`src/rtl/mpkt_pkg.sv`:
```
package mpkt_pkg;

  localparam int unsigned MAX_ADDR_W = 64;

  typedef enum logic [1:0] {
    PWR_D0 = 2'd0,
    PWR_D1 = 2'd1,
    PWR_D2 = 2'd2,
    PWR_D3 = 2'd3
  } pwr_state_e;

  // Byte of the address at transmit position pos (position 0 = most significant byte).
  function automatic logic [7:0] addr_octet(input logic [MAX_ADDR_W-1:0] addr,
                                            input int unsigned n_octets,
                                            input int unsigned pos);
    int unsigned sh;
    sh = (n_octets - 1 - pos) * 8;
    return 8'(addr >> sh);
  endfunction

  function automatic logic is_sync_octet(input logic [7:0] b);
    return b == 8'hFF;
  endfunction

  // Increment that stops at lim.
  function automatic int unsigned sat_step(input int unsigned v, input int unsigned lim);
    return (v >= lim) ? lim : v + 1;
  endfunction

  // A wake may be reported only when enabled and outside the fully-on state.
  function automatic logic wake_allowed(input logic en, input logic [1:0] pwr);
    return en && (pwr != PWR_D0);
  endfunction

endpackage

```
`src/rtl/mpkt_sync_run.sv`:
```
module mpkt_sync_run #(
  parameter int unsigned SYNC_LEN = 6
) (
  input  logic clk,
  input  logic rst_n,
  input  logic beat,
  input  logic sof,
  input  logic in_addr,
  input  logic octet_ff,
  output logic sync_ready
);
  localparam int unsigned CW = $clog2(SYNC_LEN + 1);

  logic [CW-1:0] run_q;

  always_ff @(posedge clk) begin
    if (!rst_n) begin
      run_q <= '0;
    end else if (beat) begin
      if (sof || in_addr) begin
        // a fresh run starts with this byte
        run_q <= octet_ff ? CW'(1) : '0;
      end else begin
        run_q <= octet_ff ? CW'(mpkt_pkg::sat_step(32'(run_q), SYNC_LEN)) : '0;
      end
    end
  end

  assign sync_ready = (run_q == CW'(SYNC_LEN));

endmodule

```
`src/rtl/mpkt_rep_match.sv`:
```
module mpkt_rep_match #(
  parameter int unsigned ADDR_W = 48,
  parameter int unsigned REPS   = 16
) (
  input  logic                       clk,
  input  logic                       rst_n,
  input  logic                       beat,
  input  logic                       sof,
  input  logic [7:0]                 octet,
  input  logic [ADDR_W-1:0]          station_addr,
  input  logic                       sync_ready,
  output logic                       in_addr,
  output logic                       pattern_start,
  output logic                       pattern_done,
  output logic                       mismatch,
  output logic [$clog2(REPS)-1:0]    rep_cnt
);
  localparam int unsigned NB = ADDR_W / 8;
  localparam int unsigned IW = $clog2(NB);
  localparam int unsigned RW = $clog2(REPS);

  logic          in_q;
  logic [IW-1:0] idx_q;
  logic [RW-1:0] rep_q;

  logic          hunt;
  logic [IW-1:0] idx_cur;
  logic [7:0]    want;
  logic          hit;
  logic          last_oct;
  logic          last_rep;
  logic          advance;

  always_comb begin
    hunt     = sof || !in_q;
    idx_cur  = hunt ? '0 : idx_q;
    want     = mpkt_pkg::addr_octet(mpkt_pkg::MAX_ADDR_W'(station_addr), NB, 32'(idx_cur));
    hit      = (octet == want);
    last_oct = (idx_cur == IW'(NB - 1));
    last_rep = (rep_q == RW'(REPS - 1));
  end

  assign pattern_start = beat && hunt && !sof && sync_ready && hit;
  assign advance       = beat && !hunt && hit;
  assign mismatch      = beat && !hunt && !hit;
  assign pattern_done  = advance && last_oct && last_rep;

  always_ff @(posedge clk) begin
    if (!rst_n) begin
      in_q  <= 1'b0;
      idx_q <= '0;
      rep_q <= '0;
    end else if (beat) begin
      if (pattern_start) begin
        in_q  <= 1'b1;
        idx_q <= IW'(1);
        rep_q <= '0;
      end else if (advance) begin
        if (last_oct) begin
          idx_q <= '0;
          if (last_rep) in_q <= 1'b0;
          else          rep_q <= rep_q + RW'(1);
        end else begin
          idx_q <= idx_q + IW'(1);
        end
      end else begin
        in_q <= 1'b0;
      end
    end
  end

  assign in_addr = in_q;
  assign rep_cnt = rep_q;

endmodule

```
`src/rtl/mpkt_event_commit.sv`:
```
module mpkt_event_commit (
  input  logic       clk,
  input  logic       rst_n,
  input  logic       beat,
  input  logic       sof,
  input  logic       eof,
  input  logic       pattern_done,
  input  logic       wake_en,
  input  logic [1:0] pwr_state,
  input  logic       addr_pass,
  input  logic       evt_clr,
  input  logic       pme_en,
  output logic       found,
  output logic       commit,
  output logic       wake_pulse,
  output logic       wake_event,
  output logic       pme_req
);
  logic found_q;
  logic seen;
  logic pulse_q;
  logic event_q;

  assign seen   = ((!sof && found_q) || pattern_done);
  assign commit = beat && eof && seen && addr_pass &&
                  mpkt_pkg::wake_allowed(wake_en, pwr_state);

  always_ff @(posedge clk) begin
    if (!rst_n) begin
      found_q <= 1'b0;
      pulse_q <= 1'b0;
      event_q <= 1'b0;
    end else begin
      if (beat) found_q <= eof ? 1'b0 : seen;
      pulse_q <= commit;
      event_q <= commit || (event_q && !evt_clr);
    end
  end

  assign found      = found_q;
  assign wake_pulse = pulse_q;
  assign wake_event = event_q;
  assign pme_req    = event_q && pme_en;

endmodule

```
`src/rtl/mpkt_wake_detect.sv`:
```
module mpkt_wake_detect #(
  parameter int unsigned ADDR_W   = 48,
  parameter int unsigned SYNC_LEN = 6,
  parameter int unsigned REPS     = 16
) (
  input  logic              clk,
  input  logic              rst_n,
  input  logic              rx_valid,
  input  logic              rx_sof,
  input  logic              rx_eof,
  input  logic [7:0]        rx_octet,
  input  logic [ADDR_W-1:0] station_addr,
  input  logic              wake_en,
  input  logic [1:0]        pwr_state,
  input  logic              addr_pass,
  input  logic              pme_en,
  input  logic              evt_clr,
  output logic              wake_pulse,
  output logic              wake_event,
  output logic              pme_req
);
  localparam int unsigned RW = $clog2(REPS);

  logic          beat;
  logic          sof_beat;
  logic          octet_ff;
  logic          sync_ready;
  logic          in_addr;
  logic          pattern_start;
  logic          pattern_done;
  logic          mismatch;
  logic [RW-1:0] rep_cnt;
  logic          found;
  logic          commit;

  assign beat     = rx_valid;
  assign sof_beat = rx_valid && rx_sof;
  assign octet_ff = mpkt_pkg::is_sync_octet(rx_octet);

  mpkt_sync_run #(.SYNC_LEN(SYNC_LEN)) u_sync (
    .clk        (clk),
    .rst_n      (rst_n),
    .beat       (beat),
    .sof        (sof_beat),
    .in_addr    (in_addr),
    .octet_ff   (octet_ff),
    .sync_ready (sync_ready)
  );

  mpkt_rep_match #(.ADDR_W(ADDR_W), .REPS(REPS)) u_match (
    .clk           (clk),
    .rst_n         (rst_n),
    .beat          (beat),
    .sof           (sof_beat),
    .octet         (rx_octet),
    .station_addr  (station_addr),
    .sync_ready    (sync_ready),
    .in_addr       (in_addr),
    .pattern_start (pattern_start),
    .pattern_done  (pattern_done),
    .mismatch      (mismatch),
    .rep_cnt       (rep_cnt)
  );

  mpkt_event_commit u_event (
    .clk          (clk),
    .rst_n        (rst_n),
    .beat         (beat),
    .sof          (sof_beat),
    .eof          (rx_eof),
    .pattern_done (pattern_done),
    .wake_en      (wake_en),
    .pwr_state    (pwr_state),
    .addr_pass    (addr_pass),
    .evt_clr      (evt_clr),
    .pme_en       (pme_en),
    .found        (found),
    .commit       (commit),
    .wake_pulse   (wake_pulse),
    .wake_event   (wake_event),
    .pme_req      (pme_req)
  );

endmodule

```
`config.mk`:
```
export PLATFORM = sky130hd
export DESIGN_NAME = mpkt_wake_detect
export DESIGN_NICKNAME = d
export VERILOG_FILES = /design/src/rtl/mpkt_pkg.sv /design/src/rtl/mpkt_sync_run.sv /design/src/rtl/mpkt_rep_match.sv /design/src/rtl/mpkt_event_commit.sv /design/src/rtl/mpkt_wake_detect.sv
export SDC_FILE = /design/constraint.sdc
export NUM_CORES = 1
export LEC_CHECK = 0
export BUFFER_PORTS_ARGS = -buffer_cell sky130_fd_sc_hd__buf_4
export CORE_MARGIN = 3
export CORE_UTILIZATION = 30
export DETAILED_ROUTE_END_ITERATION = 16
export PLACE_DENSITY = 0.54
export SYNTH_ARGS = -nofsm -noshare
export SYNTH_HDL_FRONTEND = slang
export SYNTH_SLANG_ARGS = --single-unit
```
`constraint.sdc`:
```
create_clock -name clk -period 7 [get_ports clk]
set_clock_uncertainty 0.05 [all_clocks]
set_input_delay 1.05 -clock clk [delete_from_list [all_inputs] [get_ports clk]]
set_output_delay 1.05 -clock clk [all_outputs]
set_load 0.05 [all_outputs]
```
==> results of run 1 <==
==> worst max-delay path: cells and delay by family <==
kind                     cells  cell delay [ns]
AND/OR/NAND/NOR              5             2.00
AO/OA/AOI/OAI                5             1.31
buffers and inverters        1             0.16
adder cells (fa/ha/maj)      1             0.52
==> power by group <==
group	total (W)	internal (W)	switching [W]	leakage, nW
sequential	0.0000797	0.0000797	0.00000000971	0.113
clock	0.0000803	0.0000498	0.0000304	0.0288
combinational	0.0000578	0.0000353	0.0000225	0.776
==> Yosys cell counts (2+ instances only) <==
library cell	n	area share (%)
a21oi_1	15	4.9
inv_1	15	3.7
dfxtp_1	14	18
nand2_1	13	3.2
nor2_1	11	2.7
o21ai_0	11	3.6
mux2i_1	10	6.5
nand3_1	10	3.3
ha_1	6	4.9
mux4_2	6	8.8
nand4_1	5	2.0
o22a_1	5	2.9
o31ai_1	5	2.5
and2_1	4	1.6
buf_2	4	1.3
clkbuf_1	4	0.98
o21a_1	4	2.0
o21ai_1	4	1.3
a21bo_2	3	2.0
nand2b_1	3	1.2
nand4b_1	3	1.7
a21o_1	2	0.98
a22o_1	2	1.1
a22oi_1	2	0.98
a311oi_1	2	1.1
a31oi_1	2	0.82
o211ai_2	2	1.6
==> per-layer routing <==
metal / vias up / GRT usage, % / part of all wire, %
met1: 778 / 23.0 / 47
li1: 843 / - / -
met3: 2 / 3.48 / 5.6
met2: 45 / 25.3 / 48
met4: 0 / 1.60 / 0.15
met5: - / 0 / 0
==> cell families after synthesis <==
| group | after synthesis | share of synthesized area [%] |
|---|---|---|
| AO/OA/AOI/OAI | 67 | 30.9 |
| flip-flops | 14 | 18.3 |
| buffers and inverters | 24 | 6.70 |
| AND/OR/NAND/NOR | 59 | 22.1 |
| adder cells (fa/ha/maj) | 6 | 4.91 |
| multiplexers | 17 | 17.1 |
==> layout make-up <==
type                       count  share of cell area (%)
timing repair buffer          69                    24.2
tap                           67                    3.92
clock buffer                   4                    2.57
sequential                    14                    13.1
multi-input combinational    149                    53.6
inverter                      15                    2.63
==> metrics by stage <==
| step | utilization, % | power, W | setup WS, ns | std cells | hold slack (ns) |
|---|---|---|---|---|---|
| global route | 44.4 | 0.000228 | 1.72 | 318 | 0.416 |
| global placement | 43.3 | 0.000139 | 1.91 | 314 | 0.393 |
| finish | 44.4 | 0.000218 | 2.11 | 318 | 0.410 |
| floorplan | - | 0.000103 | 2.93 | 187 | 0.382 |
| CTS | 44.4 | 0.000222 | 2.10 | 318 | 0.412 |
| detailed placement | 43.3 | 0.000139 | 1.84 | 314 | 0.402 |
==> flip-flops by register name, summed over array words and instances (netlist names) <==
register / flops
u_match.in_addr: 1
u_sync.run_q: 3
u_event.wake_event: 1
u_event.wake_pulse: 1
u_match.rep_cnt: 4
u_event.found: 1
u_match.idx_q: 3
==> final timing paths <==
kind                   start                  to  slack, ns  cells past startpoint
max reg2reg  u_match.in_addr  u_match.rep_cnt[3]       2.66                     11
min reg2reg    u_event.found       u_event.found       0.41                      2
min            u_event.found       u_event.found       0.41                      2
max                 rx_valid  u_match.rep_cnt[3]       2.11                     12
==> flow_summary_export.csv, run 1 <==
group,metric,value,unit
yosys,ys.flop_type,"dfxtp_1",
route,ant_nets,0,
route,vias,1668,
timing,worst_slew_pin_slew,0.944,ns
pwr,cellLeakagePower,0.918,nW
status,status,"finished clean",
pwr,peakVddDrop,0.0840,mV
clocking,cts_tree,"done",
cells_and_area,final_cell_mix,"buf_4, inv_1, a21oi_1, dfxtp_1, nand2_1",
clocking,postCtsSetupRepairBufs,0,
yosys,synth_seq_area_share,18.3,%
worst_setup_path,end_kind,"register",
clocking,ctsHtreeMaxLevel,1,
worst_setup_path,start_kind,"primary input",
yosys,syn_area_per_cell,8.18,um2
clocking,cts_root_buf,"clkbuf_8",
yosys,syn_nets,260,
yosys,async_flop_share,0,%
job,drv_cap,0,
route,routed_via_density,5.25,
route,drc,0,
placed_design,dp_hpwl,3960,um
die,pin_count,70,
clocking,cts_hold_buf,0,
cells_and_area,area_growth,39.9,%
worst_setup_path,crit_required,7.14,ns
timing,fin_setup_tns,0,ns
placed_design,placed_area,2090,um2
die,core_area,4820,um2
worst_setup_path,critPathArrivalTime,5.03,ns
timing,setup_viol,0,
timing,final_max_slew_viol_count,0,
timing,fin_crit_sh,69.8,%
grt,grt_pass1_vias,1574,
clocking,clk_latency,0.24,ns
pwr,p_per_area,102,nW/um2
worst_setup_path,crit_fanout,16,
placed_design,io_buffers,69,
route,wl_per_cell,15.0,um
worst_setup_path,path_cells,"buf_4 -> a21boi_2 -> nand2_1 -> ha_1 -> or3b_1 -> o31ai_1 -> and4_1 -> a31o_2 -> o221ai_2 -> nor4_4 -> nor4b_2 -> o21a_1",
die,die_area,5990,um2
grt,grt_start_max_net_pins,23,
clocking,clockBufferDepth,2,
yosys,syn_area,1530,um2
worst_setup_path,critPathKind,"primary input to register",
grt,grt_antenna_before_repair,0,
clocking,cts_sinks,14,
hold_path,min_path_type,"register to register",
yosys,yosysWarningCount,0,
route,wl,4780,um
yosys,synth-edff-count,0,
cells_and_area,final_common_cell,"buf_4",
cells_and_area,layout.nets,325,
worst_setup_path,cp_slowest_stage_delay,0.66,ns
timing,hold_viol,0,
grt,grt_pass1_wl,7850,um
cells_and_area,fillCellCount,522,
placed_design,gp_congestion,0.854,
cells_and_area,seq_area,280,um2
clocking,cts-buffers-inserted,3,
grt,grt_overflow,0,
die,die_h,77.4,um
cells_and_area,multi_input_comb_area,1150,um2
die,die_w,77.4,um
timing,fmax,205,MHz
route,detail_route.iter0.violations,140,
yosys,yosys_register_bits,14,
yosys,yosys.cell_types.count,47,
worst_setup_path,critPathSlowestCell,"nor4_4",
cells_and_area,drive_above_1_share,36.7,%
grt,grt_util_all_layers,16.0,%
clocking,clk_pin_slew,0.06,ns
cells_and_area,postLayoutCellArea,2140,um2
cells_and_area,diodes,0,
timing,fin_crit,4.89,ns
clocking,postCtsResizedCells,0,
die,rows,25,
timing,max_slew_margin,37.0,%
yosys,syn_inst,187,
die,initial_utilization,31.8,%
timing,rsz0062_at_grt,"no",
route,dr.pass1.iters,4,
No activity file was read; power rests on OpenSTA's default activity.
==> run 2: changes to the inputs <==
Settings changed: PLACE_DENSITY 0.54 to 0.56.
Clock period 7 ns to 4 ns, I/O delays scaled along.
==> run 2 against run 1 <==
Effect of this change:
- sequential cell count did not move
- die area is the same
- total power rose by 74%
- register-to-register slack got worse by 2.0 ns
==> flow_summary_export.csv, run 2 (synthesis gave the netlist of run 1 again) <==
group,metric,value,unit
status,status,"finished clean",
timing,setup_ws,0.584,ns
clocking,cts_hold_buf,0,
cells_and_area,layout.nets,330,
die,die_h,77.4,um
clocking,clockBufferDepth,2,
timing,hold_viol,0,
grt,grt_pass1_wl,7820,um
cells_and_area,final_cell_mix,"buf_4, inv_1, a21oi_1, dfxtp_1, nand2_1",
grt,grt_busiest_layer,"met2",
clocking,clk_pin_slew,0.06,ns
worst_setup_path,crit_top_cell,"buf_4",
cells_and_area,largest_reg_flops,4,
route,ant_nets,0,
die,initial_utilization,31.8,%
route,routed_via_density,5.16,
route,drc,0,
worst_setup_path,end_kind,"register",
pwr,peakVddDrop,0.204,mV
worst_setup_path,cp_slowest_stage_delay,0.49,ns
grt,use_met1,21.2,%
placed_design,gp_congestion,0.844,
clocking,ctsHtreeMaxLevel,1,
timing,rsz0062_at_grt,"no",
clocking,postCtsSetupRepairBufs,0,
clocking,clk_latency,0.25,ns
cells_and_area,diodes,0,
grt,grt_pass1_vias,1633,
clocking,cts-buffers-inserted,3,
hold_path,min_path_type,"register to register",
cells_and_area,final_common_cell,"buf_4",
die,die_area,5990,um2
cells_and_area,fillCellCount,501,
worst_setup_path,path_cells,"buf_4 -> a21boi_2 -> and2_1 -> ha_1 -> or3b_1 -> or2_4 -> o21ai_1 -> o22a_1 -> o211ai_2 -> nor4_4 -> buf_4 -> a21oi_1 -> a311oi_1",
worst_setup_path,cp-startpoint,"rx_valid",
route,wl_per_cell,14.9,um
timing,fin_crit_sh,85.4,%
cells_and_area,drive_above_1_share,37.9,%
route,wl,4800,um
clocking,postCtsResizedCells,0,
pwr,p_per_area,174,nW/um2
pwr,cellLeakagePower,0.944,nW
die,rows,25,
job,drv_cap,0,
grt,use_met3,2.78,%
worst_setup_path,rr_startpoint,"u_match.in_addr",
timing,final_max_slew_viol_count,0,
timing,fmax,293,MHz
clocking,cts_sinks,14,
timing,fin_crit,3.42,ns
grt,grt_antenna_before_repair,0,
clocking,cts_root_buf,"clkbuf_8",
grt,grt_util_met2,26.6,%
timing,fin_setup_tns,0,ns
worst_setup_path,crit_required,4.11,ns
worst_setup_path,crit_fanout,16,
die,pin_count,70,
clocking,cts_tree,"done",
worst_setup_path,critPathSlowestCell,"or3b_1",
die,die_w,77.4,um
hold_path,min-delay-start,"u_event.found",
placed_design,place_ws,0.338,ns
timing,worst_slew_pin_slew,0.461,ns
placed_design,dp_hpwl,3940,um
grt,grt_overflow,0,
worst_setup_path,start_kind,"primary input",
worst_setup_path,critPathArrivalTime,3.53,ns
route,detail_route.iter0.violations,119,
cells_and_area,area_growth,42.4,%
grt,grt_util_all_layers,15.9,%
grt,grt_start_max_net_pins,17,
timing,setup_viol,0,
route,vias,1668,
timing,max_slew_margin,69.2,%
placed_design,io_buffers,69,
die,core_area,4820,um2
worst_setup_path,critPathKind,"primary input to register",
route,dr.pass1.iters,4,
run 2: changes by cell type in the layout (fill, tap and decap cells not counted), sizes merged:
cell	delta
buf	+5
run 2: stage by stage:
| stage | total power [W] | hold slack (ns) | util (%) | std cells | instance area, um2 |
|---|---|---|---|---|---|
| 2_1_floorplan | 0.000180 | 0.382 | - | 187 | 1530 |
| 3_3_place_gp | 0.000243 | 0.395 | 44.1 | 319 | 2120 |
| 4_1_cts | 0.000384 | 0.413 | 45.2 | 323 | 2180 |
| 3_5_place_dp | 0.000242 | 0.404 | 44.1 | 319 | 2120 |
| 5_1_grt | 0.000399 | 0.442 | 45.2 | 323 | 2180 |
| 6_report | 0.000379 | 0.411 | 45.2 | 323 | 2180 |
run 2: power by group:
group          internal (W)  total (W)  leakage [nW]  switching [W]
sequential         0.000139   0.000139         0.113   0.0000000182
clock             0.0000872   0.000141        0.0288      0.0000533
combinational     0.0000618  0.0000995         0.802      0.0000377
run 2: layout make-up:
type	count	area, um2	share of cell area, %
multi-input cells	149	1150	52.7
clock buffers	4	55.1	2.53
inverters	15	56.3	2.58
well taps	67	83.8	3.85
repair buffers	74	556	25.5
flip-flops and latches	14	280	12.9
run 2: worst paths after layout:
kind	endpoint	slack [ns]	cells past startpoint
max reg2reg	u_match.rep_cnt[0]	0.64	12
min	u_event.found	0.41	2
min reg2reg	u_event.found	0.41	2
max	u_match.rep_cnt[0]	0.58	13
run 2: routing by layer:
metal  vias to the layer above  wire [um]
met5                         -          0
li1                        852          -
met4                         0         24
met3                         2        188
met2                        43       2380
met1                       771       2210
run 2: worst max-delay path: cells and delay by family:
kind            cells  cell delay [ns]
compound gates      6             1.01
fa+ha+maj           1             0.25
buf+inv             2             0.40
simple gates        4             1.26
